--- src/rtl/ps2_tx_pkg.sv ---
package ps2_tx_pkg;

   typedef enum logic [1:0] {
      TX_IDLE = 2'd0,
      TX_HIGH = 2'd1,
      TX_LOW  = 2'd2
   } tx_state_e;

endpackage

--- src/rtl/ps2_line_sync.sv ---
module ps2_line_sync #(
   parameter int STAGES = 2
) (
   input  logic clk,
   input  logic rst_n,
   input  logic line_in,
   output logic line_q
);

   if (STAGES < 1) begin : g_bad_stages
      $error("ps2_line_sync: STAGES must be at least 1");
   end

   logic [STAGES-1:0] sh_q;

   if (STAGES == 1) begin : g_single
      always_ff @(posedge clk or negedge rst_n) begin
         if (!rst_n) sh_q <= '1;
         else        sh_q <= line_in;
      end
   end else begin : g_chain
      always_ff @(posedge clk or negedge rst_n) begin
         if (!rst_n) sh_q <= '1;
         else        sh_q <= {sh_q[STAGES-2:0], line_in};
      end
   end

   assign line_q = sh_q[STAGES-1];

endmodule

--- src/rtl/ps2_half_timer.sv ---
module ps2_half_timer #(
   parameter int HALF_TICKS = 1000
) (
   input  logic clk,
   input  logic rst_n,
   input  logic restart,
   output logic expire
);

   localparam int CW = $clog2(HALF_TICKS + 1);

   if (HALF_TICKS < 2) begin : g_bad_ticks
      $error("ps2_half_timer: HALF_TICKS must be at least 2");
   end

   logic [CW-1:0] cnt_q;

   assign expire = (cnt_q == CW'(HALF_TICKS - 1));

   always_ff @(posedge clk or negedge rst_n) begin
      if (!rst_n)       cnt_q <= '0;
      else if (restart) cnt_q <= '0;
      else              cnt_q <= cnt_q + CW'(1);
   end

   AST_TIMER_RANGE: assert property (@(posedge clk) disable iff (!rst_n)
      cnt_q < CW'(HALF_TICKS));

endmodule

--- src/rtl/ps2_frame_pack.sv ---
module ps2_frame_pack #(
   parameter int DATA_W = 8
) (
   input  logic [DATA_W-1:0] data,
   output logic [DATA_W+2:0] frame
);

   localparam int FRAME_LEN = DATA_W + 3;

   if (DATA_W < 1) begin : g_bad_width
      $error("ps2_frame_pack: DATA_W must be at least 1");
   end

   logic odd_bit;
   assign odd_bit = ~(^data);

   for (genvar i = 0; i < FRAME_LEN; i++) begin : g_bit
      if (i == 0) begin : g_start
         assign frame[i] = 1'b0;
      end else if (i <= DATA_W) begin : g_data
         assign frame[i] = data[i-1];
      end else if (i == DATA_W + 1) begin : g_par
         assign frame[i] = odd_bit;
      end else begin : g_stop
         assign frame[i] = 1'b1;
      end
   end

endmodule

--- src/rtl/ps2_dev_tx.sv ---
module ps2_dev_tx
   import ps2_tx_pkg::*;
#(
   parameter int DATA_W      = 8,
   parameter int HALF_TICKS  = 1000,
   parameter int SYNC_STAGES = 2
) (
   input  logic              clk,
   input  logic              rst_n,
   input  logic              tx_valid,
   input  logic [DATA_W-1:0] tx_data,
   input  logic              ps2_clk_in,
   input  logic              ps2_dat_in,
   output logic              ps2_clk_pull,
   output logic              ps2_dat_pull,
   output logic              busy,
   output logic              pending,
   output logic              tx_done,
   output logic              tx_abort
);

   localparam int FRAME_LEN  = DATA_W + 3;
   localparam int IDX_W      = $clog2(FRAME_LEN);
   localparam int PARITY_IDX = DATA_W + 1;
   localparam int STOP_IDX   = DATA_W + 2;

   if (HALF_TICKS < SYNC_STAGES + 2) begin : g_bad_half
      $error("ps2_dev_tx: HALF_TICKS too short to see the line after the synchronizer");
   end

   logic                 clk_s;
   logic                 dat_s;
   logic                 expire;
   logic                 restart;
   tx_state_e            state_q;
   logic [IDX_W-1:0]     idx_q;
   logic [DATA_W-1:0]    buf_q;
   logic [FRAME_LEN-1:0] frame_w;
   logic [FRAME_LEN-1:0] frame_q;
   logic                 pend_q;
   logic                 done_q;
   logic                 abort_q;
   logic                 dat_pull_q;
   logic                 bus_free;

   ps2_line_sync #(.STAGES(SYNC_STAGES)) u_sync_clk (
      .clk(clk), .rst_n(rst_n), .line_in(ps2_clk_in), .line_q(clk_s));

   ps2_line_sync #(.STAGES(SYNC_STAGES)) u_sync_dat (
      .clk(clk), .rst_n(rst_n), .line_in(ps2_dat_in), .line_q(dat_s));

   ps2_half_timer #(.HALF_TICKS(HALF_TICKS)) u_timer (
      .clk(clk), .rst_n(rst_n), .restart(restart), .expire(expire));

   ps2_frame_pack #(.DATA_W(DATA_W)) u_pack (
      .data(buf_q), .frame(frame_w));

   assign restart  = (state_q == TX_IDLE) || expire;
   assign bus_free = clk_s && dat_s;

   always_ff @(posedge clk or negedge rst_n) begin
      if (!rst_n) begin
         state_q <= TX_IDLE;
         idx_q   <= '0;
         buf_q   <= '0;
         frame_q <= '1;
         pend_q  <= 1'b0;
         done_q  <= 1'b0;
         abort_q <= 1'b0;
      end else begin
         done_q  <= 1'b0;
         abort_q <= 1'b0;
         case (state_q)
            TX_IDLE: begin
               if (tx_valid) begin
                  buf_q  <= tx_data;
                  pend_q <= 1'b1;
               end else if (pend_q && bus_free) begin
                  frame_q <= frame_w;
                  idx_q   <= '0;
                  state_q <= TX_HIGH;
               end
            end
            TX_HIGH: begin
               if (expire) begin
                  if (!clk_s) begin
                     state_q <= TX_IDLE;
                     if (idx_q == IDX_W'(STOP_IDX)) done_q  <= 1'b1;
                     else                           abort_q <= 1'b1;
                  end else begin
                     state_q <= TX_LOW;
                  end
               end
            end
            TX_LOW: begin
               if (expire) begin
                  if (idx_q == IDX_W'(PARITY_IDX)) pend_q <= 1'b0;
                  if (idx_q == IDX_W'(STOP_IDX)) begin
                     state_q <= TX_IDLE;
                     done_q  <= 1'b1;
                  end else begin
                     idx_q   <= idx_q + IDX_W'(1);
                     state_q <= TX_HIGH;
                  end
               end
            end
            default: state_q <= TX_IDLE;
         endcase
      end
   end

   // data line follows the bit one cycle late, giving hold after the rising edge
   always_ff @(posedge clk or negedge rst_n) begin
      if (!rst_n) dat_pull_q <= 1'b0;
      else        dat_pull_q <= (state_q != TX_IDLE) && !frame_q[idx_q];
   end

   assign ps2_clk_pull = (state_q == TX_LOW);
   assign ps2_dat_pull = dat_pull_q;
   assign busy         = (state_q != TX_IDLE);
   assign pending      = pend_q;
   assign tx_done      = done_q;
   assign tx_abort     = abort_q;

   AST_IDLE_CLK_FREE: assert property (@(posedge clk) disable iff (!rst_n)
      !busy |-> !ps2_clk_pull);
   AST_DAT_HOLD: assert property (@(posedge clk) disable iff (!rst_n)
      (ps2_clk_pull || $past(ps2_clk_pull)) |-> $stable(ps2_dat_pull));
   AST_PULSE_EXCL: assert property (@(posedge clk) disable iff (!rst_n)
      !(tx_done && tx_abort));
   AST_ABORT_KEEPS: assert property (@(posedge clk) disable iff (!rst_n)
      tx_abort |-> pending);
   AST_DONE_CLEARS: assert property (@(posedge clk) disable iff (!rst_n)
      tx_done |-> !pending);
   AST_NO_START_BLOCKED: assert property (@(posedge clk) disable iff (!rst_n)
      (!busy && !bus_free) |=> !busy);

endmodule

--- config.mk ---
export PLATFORM = sky130hd
export DESIGN_NAME = ps2_dev_tx
export DESIGN_NICKNAME = d
export VERILOG_FILES = /design/src/rtl/ps2_tx_pkg.sv /design/src/rtl/ps2_line_sync.sv /design/src/rtl/ps2_half_timer.sv /design/src/rtl/ps2_frame_pack.sv /design/src/rtl/ps2_dev_tx.sv
export SDC_FILE = /design/constraint.sdc
export NUM_CORES = 1
export LEC_CHECK = 0
export BUFFER_PORTS_ARGS = -buffer_cell sky130_fd_sc_hd__buf_4
export CORE_ASPECT_RATIO = 1.5
export CORE_UTILIZATION = 55
export CTS_CLUSTER_SIZE = 25
export DETAILED_ROUTE_END_ITERATION = 10
export PLACE_DENSITY = 0.77
export REMOVE_ABC_BUFFERS = 1
export SLEW_MARGIN = 25
export SYNTH_ARGS = -nofsm -noshare
export SYNTH_HDL_FRONTEND = slang
export SYNTH_SLANG_ARGS = --single-unit
--- constraint.sdc ---
create_clock -name clk -period 5.1 [get_ports clk]
set_input_delay 0.255 -clock clk [delete_from_list [all_inputs] [get_ports clk]]
set_output_delay 0.255 -clock clk [all_outputs]
set_load 0.02 [all_outputs]
======== Word level (Yosys, flattened, before mapping) ========
Index checks and enable logic that the tools add are counted.
word-level totals
  register bits after elaboration ......... 42
  bits in latches ......................... 0
  RAM bits ................................ 0
  memory bits (read-only) ................. 0
  input bits .............................. 13
  output and inout port bits .............. 6
  word-level logic and storage cells ...... 70
  memories kept ........................... 0
cells by class
  add/subtract/negate cells ............... 2
  $mul .................................... 0
  divide/modulo/power cells ............... 0
  $lt $le $gt $ge ......................... 1
  eq/ne operators ......................... 12
  shift-type cells ........................ 0
  mux-type cells .......................... 28
  bitwise logic cells ..................... 2
  reduce and logical (&&, ||, !) cells .... 14
operators with widths
  cell                     number
  $mux W4                  4
  $mux W1                  13
  $add A10 B1 Y10 const B  1
  $eq A10 B10 Y1 const B   1
  $mux W10                 1
  $mux W2                  5
  $eq A4 B4 Y1 const B     2
  $ne A2 B2 Y1 const B     4
  $pmux W4 S2              1
  $reduce_and A4 Y1        2
  $reduce_xor A8 Y1        1
  $ne A2 B1 Y1 const B     3
  $pmux W2 S3              1
  $lt A4 B5 Y1 const B     1
  $reduce_and A5 Y1        1
  $add A4 B1 Y4 const B    1
  $bmux W1 S4              1
  $pmux W1 S2              2
  $reduce_bool A2 Y1       2
  $logic_and A1 B1 Y1      3
  $reduce_and A3 Y1        1
  $eq A2 B1 Y1 const B     1
  $eq A2 B2 Y1 const B     1
  $logic_not A2 Y1         1
  other kinds (4)          5

======== Longest topological paths before layout ========
Gate-level depths: netlist of run 1.
  word-level depth ........................ 5
  gate-level depth with buffers ........... 6
  mapped depth without buffers ............ 6

======== Modules after synthesis ========
A second synthesis of run 1 with hierarchy kept.
second synthesis, totals
  cells, all modules ...................... 184
  area total of the unflattened synthesis .. 2229.6 um^2
modules (own cells, without submodules)
  module          times used  cells each  area an instance (um^2)  sequential area each (um^2)
  ps2_dev_tx      1           115         1511.4                   739.5
  ps2_half_timer  1           45          461.7                    250.2
  ps2_frame_pack  1           20          151.4                    0.0
  ps2_line_sync   2           2           52.6                     52.6

======== Least setup slack after synthesis of run 1 ========
OpenSTA, ideal clock, no wires.
  kind .................................... reg-to-reg
  from .................................... register u_timer.cnt_q[0]
  to ...................................... register idx_q[3]
  setup time .............................. 69 ps
  data arrival time ....................... 1850 ps
  required time ........................... 5031 ps
  setup slack ............................. 3181 ps
  cell stages (with the launch flop) ...... 7
  buffers on the path ..................... 1
  period minus slack after synthesis ...... 1919 ps
  cells stage by stage .................... dfrtp_1 ha_1 nand2_1 or4_1 buf_2 or4_1 nand3_1
on the way
  cells in the longest elaborated chain, start to end .. 3
ends and longest elaborated chain
  what                                line                  source
  start: declaration                  ps2_half_timer.sv:16  logic [CW-1:0] cnt_q;
  start signal: assignment            ps2_half_timer.sv:23  else cnt_q <= cnt_q + CW'(1);
  $eq A10 B10 Y1                      ps2_half_timer.sv:18  assign expire = (cnt_q == CW'(HALF_TICKS - 1));
  $ne A2 B1 Y1 (no source line)       n/a
  $reduce_and A5 Y1 (no source line)  n/a
  end signal: assignment              ps2_dev_tx.sv:102     idx_q <= idx_q + IDX_W'(1);
  end: declaration                    ps2_dev_tx.sv:36      logic [IDX_W-1:0] idx_q;
No other way between the ends.
A chain may end at the register's enable or synchronous reset.

======== Final worst setup path of run 1 ========
  from .................................... register state_q[0]
  to ...................................... register idx_q[3]
on the way
  cells in the longest elaborated chain, start to end .. 3
  elaborated cells on any way between the ends .. 9
  those cells by class .................... eq/ne (5); mux (1); reduce/logical (3)
ends and longest elaborated chain
  what                                                     line              source
  start: declaration                                       ps2_dev_tx.sv:35  tx_state_e state_q;
  start signal: assignment                                 ps2_dev_tx.sv:63  state_q <= TX_IDLE;
  start signal: assignment                                 ps2_dev_tx.sv:81  state_q <= TX_HIGH;
  start signal: assignment                                 ps2_dev_tx.sv:87  state_q <= TX_IDLE;
  $eq A2 B2 Y1 / $logic_not A2 Y1 (equally long branches)  ps2_dev_tx.sv:73  case (state_q)
  $ne A2 B2 Y1 (no source line) (tied with other cells)    n/a
  $reduce_and A5 Y1 (no source line)                       n/a
Several ways; a longest one is shown, not always the timed one.

==> results of run 1 <==
[worst max-delay path by stage]
stage / startpoint / endpoint / slack, ns
after CTS: state_q[1]$_DFFE_PN0P_ / frame_q[9]$_DFFE_PN1P_ / 2.93
after global routing: state_q[1]$_DFFE_PN0P_ / frame_q[3]$_DFFE_PN1P_ / 2.78
after global placement: u_timer.cnt_q[0]$_DFF_PN0_ / idx_q[3]$_DFFE_PN0P_ / 3.01
after detailed placement: state_q[1]$_DFFE_PN0P_ / frame_q[9]$_DFFE_PN1P_ / 2.93
final: state_q[0]$_DFFE_PN0P_ / idx_q[3]$_DFFE_PN0P_ / 2.92
after floorplan: state_q[0]$_DFFE_PN0P_ / idx_q[3]$_DFFE_PN0P_ / 3.10
[stage by stage]
step | total power [W] | worst slack, ns | cell area [sq um] | utilization [%] | instances
3_3_place_gp | 0.000357 | 3.01 | 2200 | 63.2 | 230
5_1_grt | 0.000698 | 2.78 | 2350 | 67.5 | 239
6_report | 0.000672 | 2.92 | 2350 | 67.5 | 239
4_1_cts | 0.000679 | 2.93 | 2350 | 67.5 | 239
2_1_floorplan | 0.000343 | 3.10 | 2010 | - | 170
3_5_place_dp | 0.000357 | 2.93 | 2200 | 63.2 | 230
[cells by family (layout without fill, tap and decap cells)]
logic type,Yosys count,count (layout)
AOI/OAI and AO/OA,15,15
buffers and inverters,14,36
adders and majority gates,8,8
muxes,21,21
and+or+nand+nor,60,60
DFF,42,42
xor gates and xnor gates,15,15
[cells in the final DEF, fill, tap and decap left out, types with 2 or more instances in the layout]
cell       Yosys  routed
or4_1          2       2
nor2_1        14      14
nor3_1         6       6
nand3_1        8       8
ha_1           8       8
inv_1          9       9
nand2_1       13      13
dfrtp_1       28      28
mux4_2         2       2
nand4b_1       4       4
a21oi_1        5       5
nand3b_1       2       2
clkbuf_8       0       6
mux2_2        18      18
a211o_1        2       2
xor2_1         2       2
buf_4          0      18
nor4_1         2       2
bufinv_16      0       2
o21ai_0        3       3
dfstp_2       14      14
xnor2_1       13      13
nand2b_1       3       3
[critical path: stages, from the launching register on]
cell and delay, ns:
dfrtp_1 0.43, inv_1 0.10, ha_1 0.50, nor2_1 0.14, a211o_1 0.37, or4_1 0.49
nand3_1 0.10
[timing repair]
item	4_1_cts	5_1_grt
hold buffers	1	0
resized for setup	0	0
endpoints found under the hold margin	28	0
[final cells by class]
| class | instances | area share (%) |
|---|---|---|
| tap | 42 | 2.24 |
| inverter | 9 | 1.44 |
| clock buffer | 6 | 3.51 |
| multi-input combinational | 119 | 38.6 |
| sequential | 42 | 45.4 |
| timing repair buffer | 19 | 6.17 |
| clock inverter | 2 | 2.55 |
[where the power goes]
part	internal, W	leakage (nW)	switching, W	total (W)
Clock	0.000209	0.0714	0.000112	0.000321
Sequential	0.000336	0.491	0.000000926	0.000337
Combinational	0.00000659	0.503	0.00000766	0.0000143
Total	0.000551	1.06	0.000120	0.000672
[registers in the layout (all words and copies together), names as in the netlist]
name             cells
buf_q                8
frame_q             10
idx_q                4
pending              1
ps2_dat_pull         1
state_q              2
tx_abort             1
tx_done              1
u_sync_clk.sh_q      2
u_sync_dat.sh_q      2
u_timer.cnt_q       10
[layer usage]
metal  part of all wire, %  track usage [%]  vias up
met1                    40             24.1      696
met3                   2.8             4.39       10
met5                     0                0        -
met4                   2.9             11.1        0
met2                    55             38.3       35
li1                      -                -      651
==> results.yml, run 1 <==
critical_path:
  critPathLaunchType: "register"
  rr_worst_depth: 6
  worstPathRequired_ns: 5.33
  cp-end-kind: "register"
  cp_data_arrival_time_ns: 2.41
  r2r_slack_ns: 2.92
  reg2reg_from: "state_q[0]$_DFFE_PN0P_"
  worstPathMaxFanout: 15
  r2r-end: "idx_q[3]$_DFFE_PN0P_"
  path_class: "register to register"
yosys:
  synth_most_common_cell: "dfrtp_1"
  synth_area_leaders: "dfrtp_1 (35%), dfstp_2 (18%), mux2_2 (10%)"
  ys_warn_count: 0
  synth_fa_ha_area_share_pct: 4.93
  avgSynthCellArea_sq_um: 11.6
  synth_top_area_share_pct: 34.5
  synth-seq-cells: 42
  ys_seq_area_share_pct: 52.6
  ys_types: 34
  synth_largest_area_cell: "dfrtp_1"
  synth_xor_xnor_area_share_pct: 6.47
  netlist_area_sq_mm: 0.00203
  synth_compound_area_share_pct: 4.87
  syn_inst: 175
  yosys.area_share.simple_pct: 15.8
  synth-edff-count: 0
  synth_top_family_by_area: "simple AND/OR/NAND/NOR gates"
  ys.flop_type: "dfrtp_1"
  synthTopCellsByCount: "dfrtp_1 (28), mux2_2 (18), dfstp_2 (14), nor2_1 (14)"
  async_flop_share_pct: 100
  synth_mux_area_share_pct: 12.7
global_routing:
  track_usage_pct: 21.9
  grt_pass1_vias: 1401
  antenna_found_initial: 0
  grt_max_degree: 43
  grt_overflow: 0
  grt_pass1_wl_microns: 6330
final_layout:
  fillers: 262
  antenna_cells: 0
  seq_area_sq_mm: 0.00107
  nets: 217
  drive_gt1_share_pct: 31.5
  syn_to_final_growth_pct: 15.8
  multi_input_area_sq_um: 908
floorplan:
  die_h_microns: 76.4
  die-area_sq_mm: 0.00394
  ios: 19
  start_util_pct: 58.3
  num_rows: 26
  core-area_sq_mm: 0.00348
  die_w_microns: 51.6
timing:
  period_needed_ns: 2.18
  worst_pin_slew_ns: 0.770
  slew_violations: 0
  fmax_mhz: 458
  finalSetupTns_ns: 0
  relSlewSlack_pct: 48.5
  hold_viol_final: 0
  setup_viol: 0
  rsz0062_at_grt: "false"
  fin_crit_sh_pct: 42.8
  fin_skew_ns: 0.00574
  fin_hold_ws_ns: 0.0658
hold_path:
  hold_path_end: "u_sync_dat.sh_q[0]$_DFF_PN1_"
  hp-class: "primary input to register"
  min_delay_path_depth: 1
  worstHoldStart: "ps2_dat_in"
flow_run:
  maxCapViolCount: 0
routing:
  drt_iter0_drc: 20
  drt-pass1-iter-count: 6
  vias: 1392
  viasPerCell: 5.82
  wl_per_cell_microns: 16.0
  drt-total-wl_microns: 3840
  drtAntennaViolNets: 0
  drc_errors: 0
power_and_ir_drop:
  ir_drop_v: 0.000256
  powerDensity_mw_per_mm2: 286
  p_leak_nw: 1.06
cts:
  cts_tree: "built"
  clk_pin_slew_worst_paths_ns: 0.08
  postCtsSetupBuffers: 0
  cts_buffers: 5
  root_buffer: "clkbuf_8"
  h-tree-depth: 2
  clk_latency_ns: 0.29
  cts_max_path_buffers: 2
  clock_sinks: 42
placed_design:
  gp_congestion: 0.829
  portBuffers: 18
  dp_hpwl_microns: 2640
status:
  outcome: "completed"
Power figures use the tool's default switching activity.
==> run 2: changes to the inputs <==
CORE_UTILIZATION = 52   (was 55)
PLACE_DENSITY = 0.76   (was 0.77)
clock period = 1.76 ns   (was 5.1 ns; I/O delays follow)
==> run 2 against run 1 <==
Against the previous run:
- global-route usage rose by 1.2 points
- routed wire length increased by 8.2%
- clock skew rose by 0.0016 ns
- power is 150% higher
- sequential power grew to 2.9 times the previous value
- setup slack worse by 2.9 ns
- maximum frequency grew 27%
- cell area rose by 10%
- via count rose by 9.3%
- clock power rose by 98%
- final cell count rose by 13%
- critical path depth unchanged
- highest routed layer unchanged
- critical path type unchanged
==> results.yml, run 2 (synthesis results as in run 1) <==
floorplan:
  start_util_pct: 54.6
  die_h_microns: 78.5
  core-area_sq_mm: 0.00372
  num_rows: 27
  die_w_microns: 53.0
  die-area_sq_mm: 0.00416
  ios: 19
critical_path:
  rr_worst_depth: 6
  path_class: "register to register"
  worstPathRequired_ns: 2.00
  critPathLaunchType: "register"
  critPathLaunch: "state_q[1]$_DFFE_PN0P_"
  worstPathMaxFanout: 11
  r2r-end: "idx_q[3]$_DFFE_PN0P_"
  reg2reg_from: "state_q[1]$_DFFE_PN0P_"
  r2r_slack_ns: 0.04
  cp-end-kind: "register"
  cp_data_arrival_time_ns: 1.96
timing:
  slew_violations: 0
  hold_viol_final: 0
  fmax_mhz: 581
  fin_hold_ws_ns: 0.0222
  fin_crit_sh_pct: 97.8
  fin_skew_ns: 0.00732
  fin_ws_ns: 0.0393
  period_needed_ns: 1.72
  setup_viol: 0
  worst_pin_slew_ns: 0.517
  relSlewSlack_pct: 65.5
  rsz0062_at_grt: "true"
power_and_ir_drop:
  p_leak_nw: 1.19
  powerDensity_mw_per_mm2: 639
  ir_drop_v: 0.000739
  power_w: 0.00166
final_layout:
  design_area_sq_mm: 0.00260
  reg.largest.list: "frame_q (10), u_timer.cnt_q (10), buf_q (8)"
  layout_common_cells: "buf_4 (45), dfrtp_1 (28), mux2_2 (18)"
  nets: 247
  final_common_cell: "buf_4"
  syn_to_final_growth_pct: 27.9
  drive_gt1_share_pct: 44.1
  antenna_cells: 0
  fin_util_pct: 69.9
cts:
  cts_max_path_buffers: 2
  h-tree-depth: 2
  clock_sinks: 42
  root_buffer: "clkbuf_8"
  clk_latency_ns: 0.30
  cts_tree: "built"
  clk_pin_slew_worst_paths_ns: 0.08
  cts_buffers: 5
hold_path:
  worstHoldStart: "tx_data[4]"
  min_delay_path_depth: 2
  hold_path_end: "buf_q[4]$_DFFE_PN0P_"
  hp-class: "primary input to register"
routing:
  drt-total-wl_microns: 4150
  wl_per_cell_microns: 15.4
  drc_errors: 0
  drt-pass1-iter-count: 4
  drt_iter0_drc: 40
  viasPerCell: 5.63
  drtAntennaViolNets: 0
  vias: 1521
global_routing:
  grt_pass1_wl_microns: 6960
  grt_overflow: 0
  grt_pass1_vias: 1577
  track_usage_pct: 23.2
  grt_max_degree: 43
  antenna_found_initial: 0
flow_run:
  maxCapViolCount: 0
status:
  outcome: "completed"
placed_design:
  portBuffers: 18
  place_ws_ns: -0.0693
  dp_hpwl_microns: 2980
  placed_cell_area_sq_mm: 0.00238
  gp_congestion: 0.899
-- run 2: cell count changes in the layout (fill, tap and decap cells not counted), sizes merged --
cell | previous run | this run
clkbuf | 6 | 7
clkinv | 0 | 1
bufinv | 2 | 0
dlygate4sd3 | 1 | 3
buf | 18 | 46
-- run 2: layout make-up --
class	instances	area (sq um)
sequential	42	1070
inverter	9	33.8
timing repair buffer	49	388
clock buffer	7	86.3
clock inverter	1	5.00
tap	43	53.8
fill	284	1120
multi-input combinational	119	962
-- run 2: how the worst max path moves through the flow --
stage	to	depth (start not counted)
final	idx_q[3]$_DFFE_PN0P_	6
after global routing	idx_q[3]$_DFFE_PN0P_	6
after CTS	idx_q[3]$_DFFE_PN0P_	5
after detailed placement	idx_q[3]$_DFFE_PN0P_	5
after global placement	idx_q[3]$_DFFE_PN0P_	5
after floorplan	idx_q[3]$_DFFE_PN0P_	6
-- run 2: metal layers --
| layer | routed length [microns] | share of wire (%) | global-route usage [%] | vias to the layer above |
|---|---|---|---|---|
| met5 | 0 | 0 | 0 | - |
| li1 | - | - | - | 716 |
| met1 | 1590 | 38 | 26.4 | 757 |
| met3 | 163 | 3.9 | 6.01 | 6 |
| met2 | 2330 | 56 | 40.3 | 42 |
| met4 | 59 | 1.4 | 8.42 | 0 |
-- run 2: worst max-delay path: stages, from the launching register on --
cell     delay, ns
dfrtp_1       0.43
inv_2         0.08
ha_4          0.17
buf_12        0.14
a211o_1       0.26
or4_1         0.47
nand3_1       0.10
-- run 2: report_power, final --
| part | total [W] | internal, W | switching (W) |
|---|---|---|---|
| sequential | 0.000977 | 0.000974 | 0.00000305 |
| clock | 0.000637 | 0.000316 | 0.000321 |
| combinational | 0.0000446 | 0.0000220 | 0.0000226 |
-- run 2: stage by stage --
step                      cells  TNS (ns)
final                       270         0
after global routing        270   -0.0219
after CTS                   266         0
after detailed placement    253   -0.0986
after global placement      253         0
after floorplan             170    -0.888
-- run 2: timing repair --
action	4_1_cts	5_1_grt
pin swaps	1	3
resized for setup	3	11
hold buffers	3	0
endpoints found under the setup margin	2	14
buffers inserted	2	4
hold endpoints to repair	30	0
==> run 3: changes to the inputs <==
CORE_UTILIZATION = 55   (was 52)
PLACE_DENSITY = 0.77   (was 0.76)
TNS_END_PERCENT = 5   (was unset)
clock period = 2 ns   (was 1.76 ns; I/O delays follow)
==> run 3 against run 2 <==
Against the previous run:
- setup slack improved by 0.079 ns
- clock skew rose by 0.0034 ns
- clock power rose by 8.0%
- routed wire length fell by 6.2%
- cell area fell by 7.0%
- flip-flop and latch count did not move
- critical path type unchanged
- largest power group unchanged
==> results.yml, run 3 (synthesis results as in run 1) <==
power_and_ir_drop:
  ir_drop_v: 0.000632
  powerDensity_mw_per_mm2: 657
  p_leak_nw: 1.10
timing:
  fmax_mhz: 531
  worst_pin_slew_ns: 0.515
  hold_viol_final: 0
  fin_skew_ns: 0.0107
  setup_viol: 0
  finalSetupTns_ns: 0
  relSlewSlack_pct: 65.7
  fin_crit_sh_pct: 94.1
  slew_violations: 0
  rsz0062_at_grt: "false"
  period_needed_ns: 1.88
critical_path:
  path_class: "register to register"
  r2r-end: "idx_q[3]$_DFFE_PN0P_"
  reg2reg_from: "u_timer.cnt_q[0]$_DFF_PN0_"
  worstPathRequired_ns: 2.24
  slowest_stage: "or4_1"
  cp_cell_sequence: "ha_1 -> nand2_2 -> or4_1 -> or4_1 -> nand3_1"
  cp_data_arrival_time_ns: 2.12
  rr_worst_depth: 5
  critPathLaunchType: "register"
  max_stage_delay_ns: 0.53
  cp_common_cell: "or4_1"
  r2r_slack_ns: 0.12
  cp-end-kind: "register"
  worstPathMaxFanout: 5
placed_design:
  portBuffers: 18
  gp_congestion: 0.770
  placed_cell_area_sq_mm: 0.00227
  dp_hpwl_microns: 2840
hold_path:
  hp-class: "primary input to register"
  hold_path_end: "buf_q[0]$_DFFE_PN0P_"
  min_delay_path_depth: 2
  worstHoldStart: "tx_data[0]"
routing:
  vias: 1445
  drt_iter0_drc: 46
  drt-pass1-iter-count: 4
  drt-total-wl_microns: 3890
  wl_per_cell_microns: 15.6
  viasPerCell: 5.78
  drc_errors: 0
  drtAntennaViolNets: 0
final_layout:
  nets: 228
  syn_to_final_growth_pct: 18.9
  design_area_sq_mm: 0.00241
  final_common_cell: "dfrtp_1"
  antenna_cells: 0
  drive_gt1_share_pct: 34.1
  reg.largest.list: "frame_q (10), u_timer.cnt_q (10), buf_q (8)"
  layout_common_cells: "dfrtp_1 (28), buf_4 (27), mux2_2 (18)"
global_routing:
  antenna_found_initial: 0
  grt_overflow: 0
  track_usage_pct: 23.1
  grt_max_degree: 43
  grt_pass1_vias: 1496
  grt_pass1_wl_microns: 6780
cts:
  h-tree-depth: 2
  cts_max_path_buffers: 2
  clk_latency_ns: 0.30
  clock_sinks: 42
  root_buffer: "clkbuf_8"
  cts_tree: "built"
  cts_buffers: 5
  clk_pin_slew_worst_paths_ns: 0.08
floorplan:
  core-area_sq_mm: 0.00348
  ios: 19
  die_h_microns: 76.4
  die_w_microns: 51.6
  die-area_sq_mm: 0.00394
  num_rows: 26
  start_util_pct: 58.3
status:
  outcome: "completed"
flow_run:
  maxCapViolCount: 0
## run 3: worst max path at each step
stage	from	endpoint	slack, ns	cells after the start
after floorplan	state_q[0]$_DFFE_PN0P_	idx_q[3]$_DFFE_PN0P_	-0.004	6
after global placement	u_timer.cnt_q[0]$_DFF_PN0_	idx_q[3]$_DFFE_PN0P_	0.15	5
after detailed placement	u_timer.cnt_q[0]$_DFF_PN0_	idx_q[3]$_DFFE_PN0P_	0.12	5
after CTS	u_timer.cnt_q[0]$_DFF_PN0_	idx_q[3]$_DFFE_PN0P_	0.1	5
after global routing	state_q[0]$_DFFE_PN0P_	idx_q[3]$_DFFE_PN0P_	0.02	6
final	u_timer.cnt_q[0]$_DFF_PN0_	idx_q[3]$_DFFE_PN0P_	0.12	5
## run 3: where the power goes
group	leakage [nW]	switching (W)	internal, W	total [W]
combinational	0.555	0.0000200	0.0000193	0.0000394
clock	0.0585	0.000281	0.000407	0.000688
sequential	0.491	0.00000249	0.000857	0.000860
## run 3: timing repair
item,4_1_cts,5_1_grt
endpoints found under the hold margin,30,0
hold buffers,3,0
endpoints found under the setup margin,0,1
gates resized for setup,0,1
setup buffers,0,0
## run 3: layout make-up
type	count	area (sq um)
Sequential cell	42	1070
Fill cell	250	1070
Multi-Input combinational cell	119	911
Timing Repair Buffer	30	233
Clock buffer	7	86.3
Tap cell	42	52.6
Inverter	9	33.8
Clock inverter	1	30.0
## run 3: critical path, delay by kind of cell (launching register included)
kind,cells,cell delay [ns]
flops,1,0.38
simple gates,4,1.22
fa+ha+maj,1,0.23
## run 3: per-layer routing
metal	track usage [%]	wire length [microns]
met5	0	0
met4	11.6	91
met3	4.79	78
met2	38.7	2150
met1	27.0	1570
## run 3: through the flow
step	hold slack (ns)	instances	total power (W)	utilization (%)	setup WS (ns)
final	0.0344	250	0.00159	69.4	0.118
after global routing	0.0273	250	0.00165	69.4	0.0241
after CTS	0.0274	250	0.00161	69.3	0.0954
after detailed placement	0.113	239	0.000911	65.1	0.116
after global placement	0.103	239	0.000909	65.1	0.147
after floorplan	-0.196	170	0.000876	-	-0.00407
